$ cat src/rtl/nl_energy_gate.sv
module nl_energy_gate #(
  parameter int MAG_W = 24,
  parameter int ACC_W = 40,
  parameter longint unsigned FULL_SCALE = 64'd16777215
) (
  input  logic             clk,
  input  logic             rst_n,
  input  logic [MAG_W-1:0] pwr_mag,
  input  logic [MAG_W-1:0] irms_mag,
  input  logic             smp_vld,
  input  logic [1:0]       thr_sel,
  input  logic             src_sel,
  input  logic             nl_ien,
  input  logic             nl_clr,
  output logic [ACC_W-1:0] energy,
  output logic             nl_flag,
  output logic             irq
);
  localparam longint unsigned TH_HI  = (FULL_SCALE * 3) / 10000;
  localparam longint unsigned TH_MID = (FULL_SCALE * 3) / 20000;
  localparam longint unsigned TH_LO  = (FULL_SCALE * 3) / 40000;

  logic [MAG_W-1:0] mag;
  logic [63:0]      thr;
  logic             below;

  assign mag = src_sel ? irms_mag : pwr_mag;

  always_comb begin
    case (thr_sel)
      2'b01:   thr = TH_HI;
      2'b10:   thr = TH_MID;
      2'b11:   thr = TH_LO;
      default: thr = '0;
    endcase
  end

  assign below = (thr_sel != 2'b00) && (64'(mag) < thr);

  always_ff @(posedge clk) begin
    if (!rst_n) begin
      energy  <= '0;
      nl_flag <= 1'b0;
    end else begin
      if (smp_vld && !below)
        energy <= energy + ACC_W'(mag);
      if (smp_vld && below)
        nl_flag <= 1'b1;
      else if (nl_clr)
        nl_flag <= 1'b0;
    end
  end

  assign irq = nl_flag & nl_ien;


  hold_no_strobe_chk: assert property (@(posedge clk) disable iff (!rst_n)
    !smp_vld |=> energy == $past(energy));


  gate_off_adds_chk: assert property (@(posedge clk) disable iff (!rst_n)
    (smp_vld && thr_sel == 2'b00) |=> energy == $past(energy) + ACC_W'($past(mag)));


  top_thr_blocks_chk: assert property (@(posedge clk) disable iff (!rst_n)
    (smp_vld && thr_sel == 2'b01 && 64'(mag) < TH_HI) |=> energy == $past(energy));


  flag_sets_chk: assert property (@(posedge clk) disable iff (!rst_n)
    (smp_vld && thr_sel == 2'b11 && 64'(mag) < TH_LO) |=> nl_flag);


  flag_sticky_chk: assert property (@(posedge clk) disable iff (!rst_n)
    (nl_flag && !nl_clr) |=> nl_flag);


  flag_clears_chk: assert property (@(posedge clk) disable iff (!rst_n)
    (nl_clr && !smp_vld) |=> !nl_flag);


  always_comb irq_mask_chk: assert (irq == (nl_flag && nl_ien));
endmodule

$ cat config.mk
export PLATFORM = sky130hd
export DESIGN_NAME = nl_energy_gate
export DESIGN_NICKNAME = d
export VERILOG_FILES = /design/src/rtl/nl_energy_gate.sv
export SDC_FILE = /design/constraint.sdc
export NUM_CORES = 1
export LEC_CHECK = 0
export BUFFER_PORTS_ARGS = -buffer_cell sky130_fd_sc_hd__buf_2
export CAP_MARGIN = 20
export CORE_MARGIN = 2
export CORE_UTILIZATION = 45
export CTS_BUF_LIST = sky130_fd_sc_hd__clkbuf_8 sky130_fd_sc_hd__clkbuf_16
export DETAILED_ROUTE_END_ITERATION = 7
export GPL_ROUTABILITY_DRIVEN = 0
export PLACE_DENSITY = 0.73
export REMOVE_ABC_BUFFERS = 1
export SETUP_SLACK_MARGIN = 0.5
export SLEW_MARGIN = 15
export SYNTH_ARGS = -nofsm -noshare
export SYNTH_HDL_FRONTEND = slang
export SYNTH_SLANG_ARGS = --single-unit
$ cat constraint.sdc
create_clock -name clk -period 3.6 [get_ports clk]
set_input_delay 0 -clock clk [delete_from_list [all_inputs] [get_ports clk]]
set_output_delay 0 -clock clk [all_outputs]
set_load 0.005 [all_outputs]
==> impl_metrics.env <==
export IMPL_synth_cells=454
export IMPL_htreeDepth=2
export IMPL_grt_max_degree=32
export IMPL_r2r_end="energy[36]"
export IMPL_cp_cell_sequence="clkbuf_4 -> buf_6 -> mux2_2 -> ha_1 -> nand4_1 -> or4_1 -> o21a_1 -> o31ai_4 -> a31oi_4 -> or4_1 -> a21oi_1"
export IMPL_clock_latency_ns=0.31
export IMPL_dieArea_um2=8880
export IMPL_fillers=735
export IMPL_cts_path_max_buffers=2
export IMPL_path_delay_family="simple AND/OR/NAND/NOR gates"
export IMPL_cts_tree="yes"
export IMPL_p_total_mw=1.79
export IMPL_end_kind="flip-flop"
export IMPL_seq_area_um2=821
export IMPL_p_leak_nw=2.05
export IMPL_period_share_pct=82.7
export IMPL_multiInputGateArea_um2=2770
export IMPL_outcome="completed"
export IMPL_rsz0062_at_grt="no"
export IMPL_busiest_layer="met2"
export IMPL_antenna_left=0
export IMPL_startpoint="src_sel"
export IMPL_drt_iter0_drc=195
export IMPL_fp_dieH_um=94.2
export IMPL_path_class="in2reg"
export IMPL_synth_seq_cells=41
export IMPL_die_w_um=94.2
export IMPL_drv_cap=0
export IMPL_synth_area_leaders="dfxtp_1 (22%), ha_1 (14%), mux2_2 (7.1%)"
export IMPL_antennaDiodeCount=0
export IMPL_cp_depth=11
export IMPL_io_pin_count=98
export IMPL_wl_per_cell_um=16.3
export IMPL_maxSlewViolCount=0
export IMPL_root_buffer="clkbuf_8"
export IMPL_ys_warnings_count=0
export IMPL_critPathRequiredTime_ns=3.83
export IMPL_endpoint="energy[36]"
export IMPL_synth_top_cell_area_share_pct=22.4
export IMPL_hold_class="in2reg"
export IMPL_avgSynthCellArea_um2=8.07
export IMPL_grt_overflow_total=0
export IMPL_synth_commonest_cells="a21oi_1 (42), dfxtp_1 (41), ha_1 (40), nand2_1 (40), nor2_1 (40)"
export IMPL_grt_usage_pct=23.7
export IMPL_crit_buf_inv=2
export IMPL_syn2layout_area_growth_pct=22.0
export IMPL_start_kind="input port"
export IMPL_skew_ns=0.0147
export IMPL_cp_max_fo=13
export IMPL_synthDistinctLibCells=62
export IMPL_synthMostInstantiatedCell="a21oi_1"
export IMPL_rr_worst_depth=8
export IMPL_finalNetCount=650
export IMPL_post_route_min_period_ns=2.98
export IMPL_worstReg2RegStart="energy[10]"
export IMPL_hold_violations=0
export IMPL_cp_slowest_cell="or4_1"
export IMPL_initial_utilization_pct=46.9
export IMPL_cpPeakStageDelay_ns=0.50
export IMPL_synth_area_um2=3660
export IMPL_reg2reg_slack_ns=0.73
export IMPL_port_buffers=97
export IMPL_vias_per_cell=5.79
export IMPL_grt_pass1_vias=3528
export IMPL_p_per_area_nw_per_um2=401
export IMPL_setup_violations=0
export IMPL_final_instance_count_excl_fill=656
export IMPL_asyncSetResetFlopFracSynth_pct=0
export IMPL_rows=32
export IMPL_drive_gt1_share_pct=28.0
export IMPL_drt_pass1_iter_count=4
export IMPL_vias=3798
export IMPL_antenna_found_initial=0
export IMPL_fin_area_um2=4470
export IMPL_met2_usage_pct=38.6
export IMPL_synth_largest_area_cell="dfxtp_1"
export IMPL_core_area_um2=7810
export IMPL_cts_buffers=5
export IMPL_worst_pin_slew_ns=1.08
export IMPL_crit_top_cell="or4_1"
export IMPL_arrival_ns=3.21
export IMPL_gr_usage_met1_pct=32.8
export IMPL_grt_pass1_wl_mm=16.8
export IMPL_cts_sinks=41
export IMPL_use_met3_pct=2.49
export IMPL_cts_reportedPaths_clkPinSlew_ns=0.10
export IMPL_place_area_um2=4270
export IMPL_routed_wl_mm=10.7
export IMPL_dominantRegCellSynth="dfxtp_1"
export IMPL_synth_edff_count=0
export IMPL_ys_seq_area_share_pct=22.4
export IMPL_relSlewSlack_pct=28.2
export IMPL_fmax_mhz=336
export IMPL_placed_cells=646
export IMPL_irDropWorstVdd_mv=0.188
export IMPL_drt_drc_violations_left=0
export IMPL_dpl_hpwl_mm=8.25
-- final cells by class --
cell class	instances	area share, %
clock inverter	3	0.980
multi-input combinational	379	61.9
tap	102	2.86
timing repair buffer	107	12.7
sequential	41	18.4
inverter	19	1.60
clock buffer	5	1.54
-- sequential cells by signal, summed over array words and instances (netlist names) --
name     cells
nl_flag      1
energy      40
-- through the flow --
step	util [%]	setup TNS [ns]	hold slack [ns]	setup WS (ns)
CTS	56.4	0	0.0630	0.524
floorplan	-	-0.0563	0.116	-0.0563
global route	57.2	0	0.102	0.431
global placement	54.6	0	0.268	0.0899
detailed placement	54.6	0	0.280	0.0558
finish	57.2	0	0.0754	0.624
-- per-layer routing --
metal  vias to the layer above  part of all wire (%)  wire [µm]
li1                       1877                     -          -
met1                      1773                    46       4860
met5                         -                     0          0
met2                       130                    46       4950
met4                         0                   2.1        222
met3                        18                   6.0        639
-- tightest hold or removal path, delay by kind of cell --
kind,cells,cell delay (ns)
compound gates,2,0.13
simple gates,1,0.04
buf+inv,2,0.15
-- layout by cell type (no fill, tap or decap), types with 5 or more instances in the layout --
| cell type | count |
|---|---|
| xor2_1 | 12 |
| a211oi_1 | 6 |
| buf_2 | 96 |
| ha_1 | 39 |
| dfxtp_1 | 41 |
| nor2_1 | 39 |
| a21oi_1 | 41 |
| nor3_1 | 9 |
| mux2_2 | 23 |
| o21ai_0 | 20 |
| a21o_1 | 9 |
| inv_1 | 19 |
| nand2_1 | 40 |
| and3_1 | 5 |
| o21a_1 | 9 |
| nand4_1 | 12 |
| xnor2_1 | 16 |
| buf_4 | 8 |
| nand3_1 | 12 |
| and2_1 | 5 |
| o211ai_1 | 5 |
| mux2i_1 | 9 |
| clkbuf_8 | 5 |
-- logic make-up after synthesis --
kind of cell	Yosys count	synth area share (%)
simple gates	149	20.0
buf+inv	34	3.96
flops	41	22.4
fa+ha+maj	41	14.2
compound gates	128	22.8
mux	33	9.94
xor+xnor	28	6.69
-- power breakdown --
part           total (mW)  leakage [nW]  internal (mW)  switching [mW]
Combinational       0.848          1.66          0.373           0.475
Clock               0.399        0.0585          0.208           0.191
Sequential          0.545         0.335          0.501          0.0438
Total                1.79          2.05           1.08           0.709
-- how the worst min path moves through the flow --
stage / cells past startpoint / endpoint / startpoint / slack, ns
6_report: 5 / nl_flag / smp_vld / 0.08
3_3_place_gp: 3 / nl_flag / nl_clr / 0.27
3_5_place_dp: 3 / nl_flag / nl_clr / 0.28
2_1_floorplan: 1 / irq / nl_ien / 0.12
4_1_cts: 5 / nl_flag / smp_vld / 0.06
5_1_grt: 5 / nl_flag / smp_vld / 0.10
-- what timing repair did --
| item | 4_1_cts | 5_1_grt |
|---|---|---|
| hold endpoints to repair | 1 | 0 |
| pin swaps | 0 | 1 |
| gates resized for setup | 5 | 13 |
| hold buffers | 1 | 0 |
| endpoints found under the setup margin | 12 | 38 |
| buffers inserted | 0 | 1 |
Note: power is estimated with default switching activity, not from simulation.
